### config.mk
export PLATFORM = sky130hd
export DESIGN_NAME = match_status_classifier
export DESIGN_NICKNAME = d
export VERILOG_FILES = /design/src/rtl/msc_pkg.sv /design/src/rtl/msc_flag_bank.sv /design/src/rtl/msc_verdict.sv /design/src/rtl/match_status_classifier.sv
export SDC_FILE = /design/constraint.sdc
export NUM_CORES = 1
export LEC_CHECK = 0
export BUFFER_PORTS_ARGS = -buffer_cell sky130_fd_sc_hd__buf_2
export CORE_ASPECT_RATIO = 1.2
export CORE_UTILIZATION = 53
export CTS_BUF_LIST = sky130_fd_sc_hd__clkbuf_8
export DETAILED_ROUTE_END_ITERATION = 7
export GPL_TIMING_DRIVEN = 0
export MAX_ROUTING_LAYER = met4
export PLACE_DENSITY = 0.84
export SLEW_MARGIN = 20
export SYNTH_ARGS = -nofsm -noshare
export SYNTH_HDL_FRONTEND = slang
export SYNTH_SLANG_ARGS = --single-unit
### constraint.sdc
create_clock -name clk -period 3.7 [get_ports clk]
set_input_delay 0.37 -clock clk [delete_from_list [all_inputs] [get_ports clk]]
set_output_delay 0.37 -clock clk [all_outputs]
set_load 0.005 [all_outputs]
### src/rtl/msc_pkg.sv
package msc_pkg;
  localparam int unsigned NQ_DEF    = 8;
  localparam int unsigned PTR_W_DEF = 24;

  typedef struct packed {
    logic full;
    logic part;
    logic clean;
  } verdict_t;
endpackage

### src/rtl/msc_flag_bank.sv
module msc_flag_bank #(
  parameter int unsigned NQ = 8,
  localparam int unsigned QW = (NQ > 1) ? $clog2(NQ) : 1
) (
  input  logic          clk,
  input  logic          rst_n,
  input  logic          hit,
  input  logic [QW-1:0] queue,
  input  logic          first,
  input  logic          root,
  input  logic          set_flush,
  output logic          rv_eff,
  output logic          drop_eff
);
  logic [NQ-1:0] rv_vec;
  logic [NQ-1:0] fl_vec;
  logic [NQ-1:0] ig_vec;
  logic          clr;

  assign clr      = hit & first;
  assign rv_eff   = (rv_vec[queue] & ~clr) | root;
  assign drop_eff = hit & ~clr & (ig_vec[queue] | fl_vec[queue]);

  for (genvar i = 0; i < NQ; i++) begin : g_q
    logic rv_r, fl_r, ig_r;
    logic sel;
    assign sel = hit && (queue == QW'(i));

    always_ff @(posedge clk or negedge rst_n) begin
      if (!rst_n) begin
        rv_r <= 1'b0;
        fl_r <= 1'b0;
        ig_r <= 1'b0;
      end else begin
        if (fl_r) begin
          fl_r <= 1'b0;
          ig_r <= 1'b1;
        end
        if (sel) begin
          if (first) begin
            rv_r <= root;
            ig_r <= 1'b0;
            fl_r <= set_flush;
          end else if (!(ig_r | fl_r)) begin
            rv_r <= rv_r | root;
            if (set_flush) fl_r <= 1'b1;
          end
        end
      end
    end

    assign rv_vec[i] = rv_r;
    assign fl_vec[i] = fl_r;
    assign ig_vec[i] = ig_r;
  end
endmodule

### src/rtl/msc_verdict.sv
module msc_verdict
  import msc_pkg::*;
#(
  parameter int unsigned PTR_W = 24
) (
  input  logic             leaf,
  input  logic             last,
  input  logic             root,
  input  logic             rv_eff,
  input  logic [PTR_W-1:0] next_ptr,
  input  logic [PTR_W-1:0] fail_ptr,
  output verdict_t         vd
);
  logic end_open;

  assign end_open = last & ~root & (next_ptr != fail_ptr);

  always_comb begin
    vd.full  = leaf & rv_eff;
    vd.part  = ~vd.full & ((leaf & ~rv_eff) | end_open);
    vd.clean = last & ~vd.full & ~vd.part;
  end
endmodule

### src/rtl/match_status_classifier.sv
module match_status_classifier
  import msc_pkg::*;
#(
  parameter int unsigned NQ    = NQ_DEF,
  parameter int unsigned PTR_W = PTR_W_DEF,
  localparam int unsigned QW   = (NQ > 1) ? $clog2(NQ) : 1
) (
  input  logic             clk,
  input  logic             rst_n,
  input  logic             in_valid,
  output logic             in_ready,
  input  logic [QW-1:0]    in_queue,
  input  logic             in_first,
  input  logic             in_root,
  input  logic             in_leaf,
  input  logic             in_last,
  input  logic [PTR_W-1:0] in_next,
  input  logic [PTR_W-1:0] in_fail,
  output logic             res_valid,
  output logic [QW-1:0]    out_queue,
  output logic             cmatch,
  output logic             pmatch,
  output logic             flush_req,
  output logic             release_pkt,
  output logic             rules_req
);
  logic     acc;
  logic     rv_eff;
  logic     drop_eff;
  logic     live;
  verdict_t vd;

  assign in_ready = rst_n;
  assign acc      = in_valid & in_ready;
  assign live     = acc & ~drop_eff;

  msc_flag_bank #(.NQ(NQ)) u_bank (
    .clk       (clk),
    .rst_n     (rst_n),
    .hit       (acc),
    .queue     (in_queue),
    .first     (in_first),
    .root      (in_root),
    .set_flush (vd.full),
    .rv_eff    (rv_eff),
    .drop_eff  (drop_eff)
  );

  msc_verdict #(.PTR_W(PTR_W)) u_vd (
    .leaf     (in_leaf),
    .last     (in_last),
    .root     (in_root),
    .rv_eff   (rv_eff),
    .next_ptr (in_next),
    .fail_ptr (in_fail),
    .vd       (vd)
  );

  always_ff @(posedge clk or negedge rst_n) begin
    if (!rst_n) begin
      res_valid   <= 1'b0;
      out_queue   <= '0;
      cmatch      <= 1'b0;
      pmatch      <= 1'b0;
      flush_req   <= 1'b0;
      release_pkt <= 1'b0;
      rules_req   <= 1'b0;
    end else begin
      res_valid   <= live;
      if (acc) out_queue <= in_queue;
      cmatch      <= live & vd.full;
      pmatch      <= live & vd.part;
      flush_req   <= live & vd.full;
      release_pkt <= live & vd.clean;
      rules_req   <= live & (vd.full | vd.part);
    end
  end
endmodule

Yosys cells after proc, flatten, opt, wreduce, memory -nomap -nowiden
Index checks and enable logic that the tools add are counted.

storage, ports and cells
  register bits after elaboration = 32
  bits of input ports = 58
  output and inout bits = 10
  word-level logic and storage cells = 178

cells by class
  $lt $le $gt $ge = 1
  equal/unequal tests = 16
  multiplexer cells = 71
  bitwise gates (word level) = 43
  reduce and logical (&&, ||, !) cells = 17

operators with widths
  kind                                                                           count
  1-bit 2-to-1 mux                                                               68
  24-bit inequality test                                                         1
  1-bit OR                                                                       20
  1-bit AND                                                                      17
  2-bit inequality test (second input constant)                                  8
  2-bit AND reduction                                                            8
  3-bit equality test (second input constant)                                    4
  1-bit binary-select mux with 3-bit select                                      3
  1-bit logical AND                                                              8
  3-bit by 2-bit equality test with 1-bit output (second input constant)         2
  1-bit inverter                                                                 6
  3-bit by 4-bit less-than comparator with 1-bit output (second input constant)  1
  3-bit by 1-bit equality test with 1-bit output (second input constant)         1
  3-bit zero test                                                                1

Longest topological paths before layout
  depth in word-level cells = 12
  gate-level depth with buffers = 6
  gate-level depth less buffers = 6

Modules after synthesis
A second synthesis with hierarchy kept.

unflattened totals
  cell total of the unflattened synthesis = 161
  area total of the unflattened synthesis = 1710.4 µm²

modules (own cells, without submodules)
  module                   times used  cells an instance  area an instance (µm²)  seq. area each (µm²)
  msc_flag_bank            1           101                1084.8                  600.6
  msc_verdict              1           40                 319.1                   0.0
  match_status_classifier  1           20                 306.5                   200.2

Least setup slack after synthesis
OpenSTA, ideal clock, no wires.

  path kind = input-to-reg
  start = input in_queue[1]
  end = register release_pkt
  setup time = 67 ps
  arrival time = 1489 ps
  required time = 3633 ps
  slack = 2144 ps
  stages = 6
  path buffers = 0
  cells stage by stage = or3_1 > a21oi_1 > a211oi_1 > or3_4 > inv_2 > and3_1

between the ends
  elaborated cells on any way between the ends = 22
  those cells by class = mux: 6; bitwise: 16

RTL lines
  item                                       RTL line                       source
  from (decl)                                match_status_classifier.sv:12  input logic [QW-1:0] in_queue,
  1-bit binary-select mux with 3-bit select  msc_flag_bank.sv:22            assign drop_eff = hit & ~clr & (ig_vec[queue] | fl_vec[queue]);
  1-bit 2-to-1 mux (implied by the code)     msc_flag_bank.sv:22
  1-bit OR (*)                               msc_flag_bank.sv:22
  1-bit AND (*)                              msc_flag_bank.sv:22
  1-bit inverter (*)                         match_status_classifier.sv:35  assign live = acc & ~drop_eff;
  1-bit AND (*)                              match_status_classifier.sv:35
  net live                                   match_status_classifier.sv:30  logic live;
  1-bit AND (*)                              match_status_classifier.sv:74  release_pkt <= live & vd.clean;
  to (signal assigned)                       match_status_classifier.sv:74
  to (decl)                                  match_status_classifier.sv:24  output logic release_pkt,

The timed path passes the listed nets; every way through them passes the cells marked *. The select of a mux whose other input is x is not followed.
A chain may end at the register's enable or synchronous reset.

Final worst setup path
  start = input rst_n
  end = register u_bank.g_q[2].rv_r

between the ends
  word-level cells in the longest chain between the ends = 3

ends and longest elaborated chain
  item                           RTL line                       source
  from (decl)                    match_status_classifier.sv:9   input logic rst_n,
  1-bit AND                      match_status_classifier.sv:34  assign acc = in_valid & in_ready;
  1-bit logical AND              msc_flag_bank.sv:27            assign sel = hit && (queue == QW'(i));
  2-bit AND reduction (no line)  n/a
  to (signal assigned)           msc_flag_bank.sv:41            rv_r <= root;
  to (signal assigned)           msc_flag_bank.sv:45            rv_r <= rv_r | root;
  to (decl)                      msc_flag_bank.sv:25            logic rv_r, fl_r, ig_r;

No other way between the ends.

==> impl_table.tex <==
\begin{tabular}{lr}
\hline
Metric & Value \\
\hline
\multicolumn{2}{l}{\textbf{Clock network}} \\
Library cell used as clock root buffer & sky130\_fd\_sc\_hd\_\_clkbuf\_8 \\
Longest Clk Path Bufs & 2 \\
CTS clk-pin slew, worst paths & 0.06 ns \\
Num CTS Buffers & 5 \\
Maximum level of the CTS H-tree & 2 \\
Post-CTS repair timing setup buffer count & 0 \\
Number of gates given a new drive strength after cts & 0 \\
Clock insertion delay at the later pin of the skew report & 0.28 ns \\
Number of hold buffers added after CTS & 0 \\
TritonCTS sink count & 32 \\
TritonCTS clock tree & done \\
\multicolumn{2}{l}{\textbf{Synthesis}} \\
Avg Synthesized Cell Area & 10.12 µm² \\
Post-synth EDFFs & 0 \\
Share of synthesized cell area in full adder, half adder and majority cells & 0\% \\
Cell taking the most area after synthesis & sky130\_fd\_sc\_hd\_\_dfrtp\_1 \\
XOR/XNOR share of the synthesized area & 12.75\% \\
Combinational family with the most area after synthesis & simple AND/OR/NAND/NOR gates \\
Mux share of post-synthesis cell area & 5.463\% \\
Proportion of synthesized chip area in sequential cells & 48.56\% \\
Number of register bits inferred by synthesis & 32 \\
Post-synthesis instance total & 163 \\
Commonest register cell after synthesis & sky130\_fd\_sc\_hd\_\_dfrtp\_1 \\
Synth top area cells & sky130\_fd\_sc\_hd\_\_dfrtp\_1, sky130\_fd\_sc\_hd\_\_xor2\_1, sky130\_fd\_sc\_hd\_\_nor2\_1, sky130\_fd\_sc\_hd\_\_mux4\_2, sky130\_fd\_sc\_hd\_\_o21ai\_1 \\
Yosys top cell area share & 48.56\% \\
Net Count, Synth & 221 \\
Cell Area, Synth & 1649 µm² \\
Area share of and/or/nand/nor cells after synthesis & 16.39\% \\
Synth Area in Compound Gates & 14.19\% \\
Post-synth ARST share & 100.0\% \\
Library cells used by synthesis & 38 \\
Synthesis Warnings & 0 \\
\multicolumn{2}{l}{\textbf{Setup path}} \\
Kind of launch point of the worst setup path & input port \\
Critical Path, Cell by Cell & buf\_2, nand2\_1, nor2\_1, nand2\_1, o21ai\_0, o21ai\_1 \\
Largest delay contributor family on the critical path & simple AND/OR/NAND/NOR gates \\
Critical path arrival & 2.25 ns \\
Critical path buffer and inverter count & 1 \\
Worst endpoint required time & 3.85 ns \\
Critical path fanouts, max & 36 \\
Cell repeated most along the worst path & sky130\_fd\_sc\_hd\_\_nand2\_1 \\
Delay of the slowest cell on the worst path & 0.57 ns \\
CP max stage cell & sky130\_fd\_sc\_hd\_\_buf\_2 \\
CP Capture Type & flop \\
Startpoint-to-endpoint class of the critical path & in2reg \\
\multicolumn{2}{l}{\textbf{Global routing}} \\
GRT overflow & 0 \\
Overall fraction of global-route tracks in use & 27.83\% \\
First-pass GRT wire length & 6.499 mm \\
Pin count of the biggest net entering global routing & 37 \\
Via count of the first global-routing pass & 1560 \\
Number of antenna violations at the first check in global routing & 0 \\
\multicolumn{2}{l}{\textbf{Floorplan}} \\
Overall die height & 63.11 µm \\
Placement Rows & 21 \\
Ports & 68 \\
Initial standard-cell utilization of the core & 57.58\% \\
Die Span X & 52.92 µm \\
Area of the die & 3340 µm² \\
Core area & 2864 µm² \\
\multicolumn{2}{l}{\textbf{Placement}} \\
Final HPWL from detailed placement & 3.089 mm \\
Final RePlAce weighted congestion & 0.9071 \\
Placed instance count & 264 \\
Port Buffer Count & 67 \\
\multicolumn{2}{l}{\textbf{Final layout}} \\
Area grow syn2layout & 27.62\% \\
Multi-input gate area in the final layout & 804.5 µm² \\
Number of filler instances in the final layout & 222 \\
Fin util & 73.48\% \\
Net count reported at finish & 295 \\
Commonest non-fill, non-tap cell in the layout & sky130\_fd\_sc\_hd\_\_buf\_2 \\
Final standard cell count with taps included and fillers excluded & 271 \\
Number of antenna repair diodes & 0 \\
Footprint of the flip-flops and latches & 800.8 µm² \\
Leading cell types in the layout, fill and taps excluded & sky130\_fd\_sc\_hd\_\_buf\_2, sky130\_fd\_sc\_hd\_\_dfrtp\_1, sky130\_fd\_sc\_hd\_\_nor2\_1, sky130\_fd\_sc\_hd\_\_xor2\_1, sky130\_fd\_sc\_hd\_\_o21ai\_1 \\
Share of final-layout standard cells stronger than drive strength 1 & 35.86\% \\
\multicolumn{2}{l}{\textbf{Detailed routing}} \\
DRC marker count from the first detailed-route iteration & 44 \\
Detailed route wirelength on metal3 & 396 µm \\
Top Layer Used & met4 \\
Total DRC errors in the routed layout & 0 \\
Total Routed Length & 3.915 mm \\
Met1 wire length & 1.419 mm \\
Number of vias in the routed layout & 1523 \\
Routed wire length on met2 & 2.025 mm \\
Number of vias per cell & 5.620 \\
Number of routed nets with antenna violations & 0 \\
Average routed wire per standard cell & 14.45 µm \\
First-pass iteration count of the detailed router & 4 \\
\multicolumn{2}{l}{\textbf{STA}} \\
Max Transition Viols Final & 0 \\
Unrepaired setup endpoints after global routing & no \\
Slew at the pin with the worst max-slew slack & 0.7410 ns \\
Maximum clock rate & 477.4 MHz \\
Worst clock skew & 0.006924 ns \\
Final worst-path cycle share & 56.61\% \\
Min Tclk post-route & 2.095 ns \\
Total negative slack & 0 ns \\
Number of hold violations in the final report & 0 \\
Final setup fails & 0 \\
Smallest hold slack & 0.1519 ns \\
Rel. slew slack & 50.60\% \\
\multicolumn{2}{l}{\textbf{Run}} \\
Max-capacitance violation count & 0 \\
\multicolumn{2}{l}{\textbf{Power}} \\
Cell leakage power & 1.038 nW \\
Clock Power Share & 28.4\% \\
Sequential power share & 49.1\% \\
Switching Power & 0.2389 mW \\
Total power & 0.8543 mW \\
IR Drop Worst-Case VDD & 0.0003535 V \\
Relative contribution of combinational cells to total power & 22.5\% \\
Power per Cell Area & 405.9 nW/µm² \\
Switching Fraction & 27.96\% \\
Internal power of the cells & 0.6154 mW \\
\multicolumn{2}{l}{\textbf{Outcome}} \\
Status & finished, final reports clean \\
\multicolumn{2}{l}{\textbf{Min path}} \\
Tightest Hold Check Type & in2async \\
\hline
\end{tabular}
[state kept, by name (all words and copies together), names as in the netlist]
name             flops
release_pkt          1
rules_req            1
pmatch               1
u_bank.g_q.fl_r      8
u_bank.g_q.rv_r      8
flush_req            1
u_bank.g_q.ig_r      8
res_valid            1
out_queue            3
[cell usage after synthesis, types with 2 or more instances]
| cell | n |
|---|---|
| sky130_fd_sc_hd__a31oi_1 | 6 |
| sky130_fd_sc_hd__dfrtp_1 | 32 |
| sky130_fd_sc_hd__nor2b_1 | 2 |
| sky130_fd_sc_hd__nand2b_1 | 3 |
| sky130_fd_sc_hd__o31ai_1 | 2 |
| sky130_fd_sc_hd__o21ai_0 | 10 |
| sky130_fd_sc_hd__clkbuf_1 | 2 |
| sky130_fd_sc_hd__nor2_1 | 26 |
| sky130_fd_sc_hd__mux4_2 | 3 |
| sky130_fd_sc_hd__nor4_1 | 5 |
| sky130_fd_sc_hd__buf_2 | 2 |
| sky130_fd_sc_hd__nand2_1 | 6 |
| sky130_fd_sc_hd__o21ai_1 | 11 |
| sky130_fd_sc_hd__mux2_2 | 2 |
| sky130_fd_sc_hd__nand3_1 | 2 |
| sky130_fd_sc_hd__and3_1 | 2 |
| sky130_fd_sc_hd__o21bai_1 | 2 |
| sky130_fd_sc_hd__xor2_1 | 24 |
| sky130_fd_sc_hd__buf_4 | 2 |
[final timing paths]
| path | startpoint | endpoint | slack [ns] | depth (start not counted) |
|---|---|---|---|---|
| worst max-delay path | rst_n | u_bank.g_q[2].rv_r$_DFFE_PN0P_ | 1.61 | 6 |
| worst min-delay path | rst_n | out_queue[1]$_DFFE_PN0N_ | 0.15 | 1 |
| worst max register to register | u_bank.g_q[2].fl_r$_DFF_PN0_ | release_pkt$_DFF_PN0_ | 2.09 | 6 |
| worst min register to register | out_queue[2]$_DFFE_PN0N_ | out_queue[2]$_DFFE_PN0N_ | 0.49 | 1 |
| max in group asynchronous | rst_n | u_bank.g_q[3].fl_r$_DFF_PN0_ | 3.07 | 1 |
| min in group clk | in_last | release_pkt$_DFF_PN0_ | 0.33 | 2 |
[cell families (layout without fill, tap and decap cells)]
family          count (synthesis)  count (layout)
simple gates                   54              54
compound gates                 39              39
flops                          32              32
xor+xnor                       24              24
buf+inv                         9              83
mux                             5               5
[through the flow]
stage / area [µm²] / setup slack (ns)
5_1_grt: 2105 / 1.308
3_5_place_dp: 2027 / 1.317
2_1_floorplan: 1649 / 2.144
4_1_cts: 2105 / 1.604
3_3_place_gp: 2027 / 1.372
6_report: 2105 / 1.605
[power by group through the flow]
stage          sequential [mW]  clock (mW)  combinational [mW]
2_1_floorplan            0.420           0               0.113
3_3_place_gp             0.422           0               0.184
3_5_place_dp             0.425           0               0.192
4_1_cts                  0.419       0.246               0.192
5_1_grt                  0.424       0.259               0.217
6_report                 0.419       0.243               0.192
[layer usage]
| layer | vias up | GRT usage [%] |
|---|---|---|
| li1 | 721 | - |
| met1 | 714 | 29.41 |
| met2 | 80 | 47.15 |
| met3 | 8 | 8.213 |
| met4 | 0 | 11.18 |
| met5 | - | - |
[layout make-up]
type,instances,share of cell area (%)
multi-input combinational,122,38.23
sequential,32,38.05
timing repair buffer,67,15.93
clock buffer,5,3.270
tap,34,2.021
buffer,7,1.724
clock inverter,2,0.4162
inverter,2,0.3567
Note: power is estimated with default switching activity, not from simulation.
